**config.mk**
```make
export PLATFORM = sky130hd
export DESIGN_NAME = rx_status_fifo
export DESIGN_NICKNAME = d
export VERILOG_FILES = /design/src/rtl/rsf_pkg.sv /design/src/rtl/rx_status_store.sv /design/src/rtl/rx_status_ctrl.sv /design/src/rtl/rx_status_fifo.sv
export SDC_FILE = /design/constraint.sdc
export NUM_CORES = 1
export LEC_CHECK = 0
export BUFFER_PORTS_ARGS = -buffer_cell sky130_fd_sc_hd__buf_2
export CAP_MARGIN = 5
export CORE_MARGIN = 10
export CORE_UTILIZATION = 60
export CTS_BUF_LIST = sky130_fd_sc_hd__clkbuf_8 sky130_fd_sc_hd__clkbuf_16
export CTS_CLUSTER_DIAMETER = 60
export DETAILED_ROUTE_END_ITERATION = 10
export PLACE_DENSITY = 0.76
export SLEW_MARGIN = 20
export SYNTH_ARGS = -nofsm -noshare
export SYNTH_HDL_FRONTEND = slang
export SYNTH_SLANG_ARGS = --single-unit
```
**constraint.sdc**
```tcl
create_clock -name clk -period 4.3 [get_ports clk]
set_input_delay 0.645 -clock clk [delete_from_list [all_inputs] [get_ports clk]]
set_output_delay 0.645 -clock clk [all_outputs]
set_load 0.02 [all_outputs]
```
**src/rtl/rsf_pkg.sv**
```systemverilog
package rsf_pkg;
  localparam int DATA_W = 8;

  typedef struct packed {
    logic              brk;
    logic              frm;
    logic              par;
    logic [DATA_W-1:0] data;
  } rxEntry_t;

  typedef struct packed {
    logic wrEn;      // store the pushed entry
    logic wrAtHead;  // store it over the head instead of at the tail
    logic rdEn;      // advance past the head
  } qStrobe_t;

  function automatic logic hasErr(input rxEntry_t e);
    return e.brk | e.frm | e.par;
  endfunction
endpackage

```
**src/rtl/rx_status_store.sv**
```systemverilog
module rx_status_store
  import rsf_pkg::*;
#(
  parameter int DEPTH = 16
) (
  input  logic     clk,
  input  logic     rstN,
  input  qStrobe_t strobe,
  input  rxEntry_t wrEntry,
  output rxEntry_t headEntry,
  output rxEntry_t nextEntry
);
  localparam int PTR_W = (DEPTH > 1) ? $clog2(DEPTH) : 1;
  localparam logic [PTR_W-1:0] LAST = PTR_W'(DEPTH - 1);

  rxEntry_t mem [DEPTH];
  logic [PTR_W-1:0] wrPtr, rdPtr, wrPtrInc, rdPtrInc, wrAddr;

  always_comb begin
    wrPtrInc = (wrPtr == LAST) ? '0 : wrPtr + 1'b1;
    rdPtrInc = (rdPtr == LAST) ? '0 : rdPtr + 1'b1;
    wrAddr   = strobe.wrAtHead ? rdPtr : wrPtr;
  end

  always_ff @(posedge clk) begin
    if (strobe.wrEn) mem[wrAddr] <= wrEntry;
  end

  always_ff @(posedge clk or negedge rstN) begin
    if (!rstN) begin
      wrPtr <= '0;
      rdPtr <= '0;
    end else begin
      if (strobe.wrEn && !strobe.wrAtHead) wrPtr <= wrPtrInc;
      if (strobe.rdEn) rdPtr <= rdPtrInc;
    end
  end

  assign headEntry = mem[rdPtr];
  assign nextEntry = mem[rdPtrInc];

  AST_HEAD_OVERWRITE_NO_POP: assert property (@(posedge clk) disable iff (!rstN)
    strobe.wrAtHead |-> (strobe.wrEn && !strobe.rdEn));
endmodule

```
**src/rtl/rx_status_ctrl.sv**
```systemverilog
module rx_status_ctrl
  import rsf_pkg::*;
#(
  parameter int DEPTH = 16
) (
  input  logic     clk,
  input  logic     rstN,
  input  logic     fifoMode,
  input  logic     pushValid,
  input  rxEntry_t pushEntry,
  input  logic     popRd,
  input  logic     statusRd,
  input  rxEntry_t headEntry,
  input  rxEntry_t nextEntry,
  output qStrobe_t strobe,
  output logic     dataReady,
  output logic     overrun,
  output logic     parityFlag,
  output logic     frameFlag,
  output logic     breakFlag,
  output logic     errSummary
);
  localparam int CNT_W = $clog2(DEPTH + 1);
  localparam logic [CNT_W-1:0] FULL_CNT = CNT_W'(DEPTH);
  localparam logic [CNT_W-1:0] ONE_CNT  = CNT_W'(1);

  logic [CNT_W-1:0] count, countNext;
  logic [CNT_W-1:0] errCnt, errCntNext;
  logic full, doPop, accept, overwrite, drop, overrunEvt;
  logic newHead;
  rxEntry_t newHeadEntry;

  always_comb begin
    full       = fifoMode ? (count == FULL_CNT) : (count != '0);
    doPop      = popRd && (count != '0);
    accept     = pushValid && (!full || doPop);
    overwrite  = pushValid && full && !doPop && !fifoMode;
    drop       = pushValid && full && !doPop && fifoMode;
    overrunEvt = overwrite || drop;

    strobe.wrEn     = accept || overwrite;
    strobe.wrAtHead = overwrite;
    strobe.rdEn     = doPop;

    countNext = count + CNT_W'(accept) - CNT_W'(doPop);

    errCntNext = errCnt
               + CNT_W'((accept || overwrite) && hasErr(pushEntry))
               - CNT_W'(doPop && hasErr(headEntry))
               - CNT_W'(overwrite && hasErr(headEntry));

    // Which character becomes the oldest one this cycle, if any.
    newHead      = 1'b0;
    newHeadEntry = pushEntry;
    if (doPop && count > ONE_CNT) begin
      newHead      = 1'b1;
      newHeadEntry = nextEntry;
    end else if (overwrite ||
                 (accept && (count == '0 || (doPop && count == ONE_CNT)))) begin
      newHead      = 1'b1;
      newHeadEntry = pushEntry;
    end
  end

  always_ff @(posedge clk or negedge rstN) begin
    if (!rstN) begin
      count      <= '0;
      errCnt     <= '0;
      overrun    <= 1'b0;
      parityFlag <= 1'b0;
      frameFlag  <= 1'b0;
      breakFlag  <= 1'b0;
      errSummary <= 1'b0;
    end else begin
      count      <= countNext;
      errCnt     <= errCntNext;
      overrun    <= overrunEvt || (overrun && !statusRd);
      parityFlag <= (newHead && newHeadEntry.par) || (parityFlag && !statusRd);
      frameFlag  <= (newHead && newHeadEntry.frm) || (frameFlag && !statusRd);
      breakFlag  <= (newHead && newHeadEntry.brk) || (breakFlag && !statusRd);
      errSummary <= fifoMode && ((errCntNext != '0) || (errSummary && !statusRd));
    end
  end

  assign dataReady = (count != '0);

  AST_COUNT_LIMIT: assert property (@(posedge clk) disable iff (!rstN)
    count <= FULL_CNT);

  AST_OVR_ON_FULL_PUSH: assert property (@(posedge clk) disable iff (!rstN)
    (fifoMode && pushValid && count == FULL_CNT && !popRd) |=> overrun);

  AST_OVR_CLEARED: assert property (@(posedge clk) disable iff (!rstN)
    (statusRd && !pushValid) |=> !overrun);

  AST_SUMMARY_TRACKS: assert property (@(posedge clk) disable iff (!rstN)
    (fifoMode && $stable(fifoMode) && errCnt != '0) |-> errSummary);

  AST_HOLD_SINGLE: assert property (@(posedge clk) disable iff (!rstN)
    (!fifoMode && $stable(fifoMode) && $past(count) <= ONE_CNT) |-> count <= ONE_CNT);
endmodule

```
**src/rtl/rx_status_fifo.sv**
```systemverilog
module rx_status_fifo
  import rsf_pkg::*;
#(
  parameter int DEPTH = 16
) (
  input  logic        clk,
  input  logic        rstN,
  input  logic        fifoMode,
  input  logic        pushValid,
  input  logic [7:0]  pushData,
  input  logic        pushParityErr,
  input  logic        pushFrameErr,
  input  logic        pushBreak,
  input  logic        popRd,
  input  logic        statusRd,
  input  logic        txFifoEmpty,
  input  logic        txShiftEmpty,
  output logic [7:0]  rxData,
  output logic [7:0]  lineStatus
);
  rxEntry_t pushEntry, headEntry, nextEntry;
  qStrobe_t strobe;
  logic dataReady, overrun, parityFlag, frameFlag, breakFlag, errSummary;

  assign pushEntry = '{brk: pushBreak, frm: pushFrameErr, par: pushParityErr, data: pushData};

  rx_status_ctrl #(.DEPTH(DEPTH)) u_ctrl (
    .clk(clk), .rstN(rstN), .fifoMode(fifoMode),
    .pushValid(pushValid), .pushEntry(pushEntry),
    .popRd(popRd), .statusRd(statusRd),
    .headEntry(headEntry), .nextEntry(nextEntry),
    .strobe(strobe), .dataReady(dataReady), .overrun(overrun),
    .parityFlag(parityFlag), .frameFlag(frameFlag), .breakFlag(breakFlag),
    .errSummary(errSummary)
  );

  rx_status_store #(.DEPTH(DEPTH)) u_store (
    .clk(clk), .rstN(rstN), .strobe(strobe), .wrEntry(pushEntry),
    .headEntry(headEntry), .nextEntry(nextEntry)
  );

  assign rxData     = headEntry.data;
  assign lineStatus = {errSummary, txFifoEmpty & txShiftEmpty, txFifoEmpty,
                       breakFlag, frameFlag, parityFlag, overrun, dataReady};
endmodule

```
==> flow_metrics.py <==
metrics = {
    "floorplanning": {
        "dieArea_um2": 19600,
        "die-width_um": 140,
        "std_cell_rows": 43,
        "num_io_pins": 35,
        "die_y_um": 140,
        "start_util_pct": 61.8,
        "design.core.area_um2": 14000,
    },
    "yosys": {
        "yosysTopAreaCellShare_pct": 61.2,
        "synthDistinctLibCells": 51,
        "ys_ff_latch": 199,
        "synth_top_cell_by_area": "edfxtp_1",
        "synth_area_leaders": "edfxtp_1, dfrtp_1, mux4_2",
        "synth_seq_area_share_pct": 67.8,
        "ys_warn_count": 0,
        "syn_area_um2": 8640,
        "async_flop_share_pct": 11.6,
        "synth_edf_count": 176,
        "synth_nets": 582,
        "yosys_most_used_dff": "edfxtp_1",
        "syn_inst": 546,
        "syn_area_per_cell_um2": 15.8,
    },
    "sta": {
        "max_freq_mhz": 246,
        "tightest_slew_ns": 1.02,
        "relSlewSlack_pct": 31.7,
        "finalSetupViolCount": 0,
        "layout_min_cycle_time_ns": 4.06,
        "fin_crit_sh_pct": 94.4,
        "fin_ws_ns": 0.240,
        "hold_viol_final": 0,
        "fin_tns_setup_ns": 0,
        "finalMaxSlewViolations": 0,
        "finClkSkew_ns": 0.00908,
        "grt_setup_unrepaired": "no",
    },
    "global_route": {
        "grt_usage_pct": 18.9,
        "grt_start_max_net_pins": 35,
        "grt_pass1_wl_um": 28700,
        "antenna_found_initial": 0,
        "grt_overflow_total": 0,
        "grt_pass1_vias": 5131,
    },
    "cells_and_area": {
        "layout_common_cells": "edfxtp_1, nor2_1, buf_2, nand2_1, mux2i_1",
        "layout-drive-gt1-share_pct": 19.3,
        "stdcell_count": 785,
        "multi_input_area_um2": 2470,
        "fin_nets": 628,
        "area_growth_pct": 11.1,
        "nFillCells": 911,
        "n_antenna_cell": 0,
        "register_area_um2": 5870,
        "final_common_cell": "edfxtp_1",
    },
    "pwr": {
        "power.total_mw": 6.37,
        "leakage_nw": 3.41,
        "ir_drop_mv": 0.399,
        "p_per_area_nw_per_um2": 664,
    },
    "route": {
        "viasPerCell": 6.41,
        "avgRoutedWirePerCell_um": 23.5,
        "dr.pass1.iters": 5,
        "via_count": 5031,
        "drt-initial-drc-count": 652,
        "drc": 0,
        "routed_wl_um": 18400,
        "antenna_left": 0,
    },
    "worst_setup_path": {
        "startpoint_type": "flip-flop",
        "r2r-end": "u_ctrl.errSummary",
        "cp.arrival_ns": 4.38,
        "worstSetupPathType": "flip-flop to flip-flop",
        "r2r_start": "u_ctrl.count[2]",
        "cp_data_required_time_ns": 4.62,
        "path_max_fanout": 13,
        "r2r_cells": 15,
        "worst_setup_path_end_kind": "flip-flop",
        "reg2reg_slack_ns": 0.24,
    },
    "placed_design": {
        "dp_cells": 753,
        "portBuffers": 34,
        "pre_cts_slack_ns": 0.277,
        "place.gp.congestion": 0.880,
        "hpwl_um": 12200,
    },
    "clocking": {
        "cts_buffers": 17,
        "clk_pin_slew_worst_paths_ns": 0.07,
        "post_cts_buffers": 0,
        "root_buffer": "clkbuf_16",
        "cts_buffer_depth": 2,
        "htree_num_levels": 4,
        "clk_latency_ns": 0.44,
        "cts_sinks": 199,
        "cts_tree": "yes",
    },
    "min_path": {
        "hold_path.class": "input pin to async pin",
    },
    "run": {
        "cap_viol_max_count": 0,
    },
    "outcome": {
        "status": "completed",
    },
}
synth_stat cells (all sizes together) (2+ instances only):
| library cell | number |
|---|---|
| a211oi | 5 |
| a21oi | 9 |
| a221oi | 16 |
| a22oi | 9 |
| a31oi | 6 |
| a32oi | 5 |
| and2 | 3 |
| buf | 25 |
| clkbuf | 8 |
| dfrtp | 23 |
| edfxtp | 176 |
| fa | 3 |
| ha | 14 |
| inv | 26 |
| mux2i | 32 |
| mux4 | 25 |
| nand2 | 32 |
| nand3 | 11 |
| nor2 | 36 |
| nor2b | 9 |
| nor3 | 6 |
| nor3b | 3 |
| nor4 | 8 |
| nor4b | 5 |
| o21ai | 20 |
| o22a | 2 |
| o31a | 2 |
| o32a | 2 |
| o41ai | 4 |
| xnor2 | 6 |
| xor2 | 4 |
routing by layer:
metal	vias to the layer above	part of all wire [%]	global-route usage [%]	wire length, um
met2	231	48	29.4	8920
li1	2228	-	-	-
met1	2539	42	24.7	7810
met3	33	7.1	4.97	1300
met5	-	0	0	0
met4	0	2.1	7.72	382
registers in the layout, summed over array words and instances, names as in the netlist, 4 cells and up:
signal and cells:
u_store.mem 176, u_store.rdPtr 4, u_store.wrPtr 4, u_ctrl.count 5
u_ctrl.errCnt 5
worst max-delay path: stages, from the launching register on:
cell and delay (ns):
dfrtp_1 0.35, inv_1 0.08, ha_1 0.23, nor4b_2 0.19, or4b_4 0.60, inv_1 0.09, o32ai_1 0.09, fa_1 0.44
ha_1 0.28, inv_1 0.06, ha_1 0.18, inv_1 0.07, fa_1 0.41, xnor2_1 0.15, or4_1 0.48, o31a_1 0.25
kinds of logic after synthesis:
family                     synth area share, %
DFF                                       67.8
and+or+nand+nor                           6.82
AOI/OAI and AO/OA                         7.47
buffers and inverters                     3.53
muxes                                     10.6
adders and majority gates                 2.72
xor gates and xnor gates                  1.01
layout make-up:
class,instances,area share (%)
clock buffers,17,4.43
clock inverters,15,1.49
inverters,26,1.02
multi-input cells,288,25.8
flip-flops and latches,199,61.1
well taps,180,2.35
repair buffers,60,3.81
timing repair:
item                                    4_1_cts  5_1_grt
endpoints found under the setup margin        0        1
hold buffers                                  0        0
endpoints found under the hold margin         0        0
gates resized for setup                       0        1
report_power, final:
group	total [mW]	switching (mW)	internal, mW
Combinational	2.28	1.37	0.909
Clock	1.52	0.712	0.813
Sequential	2.57	0.204	2.37
Total	6.37	2.29	4.09
metrics by stage:
stage	area, um^2	utilization, %	hold WS (ns)
final	9600	68.6	0.178
after global routing	9600	68.6	0.221
after CTS	9600	68.6	0.192
after detailed placement	9030	64.5	0.509
after global placement	9030	64.5	0.491
after floorplan	8640	-	0.349
how the worst max path moves through the flow:
| stage | end | slack (ns) | start |
|---|---|---|---|
| floorplan | u_ctrl.errSummary | 0.49 | u_ctrl.count[2] |
| global placement | u_ctrl.errSummary | 0.40 | popRd |
| detailed placement | u_ctrl.errSummary | 0.28 | u_ctrl.count[2] |
| CTS | u_ctrl.errSummary | 0.24 | u_ctrl.count[2] |
| global route | u_ctrl.errSummary | 0.04 | u_ctrl.count[2] |
| finish | u_ctrl.errSummary | 0.24 | u_ctrl.count[2] |
Note: power is estimated with default switching activity, not from simulation.
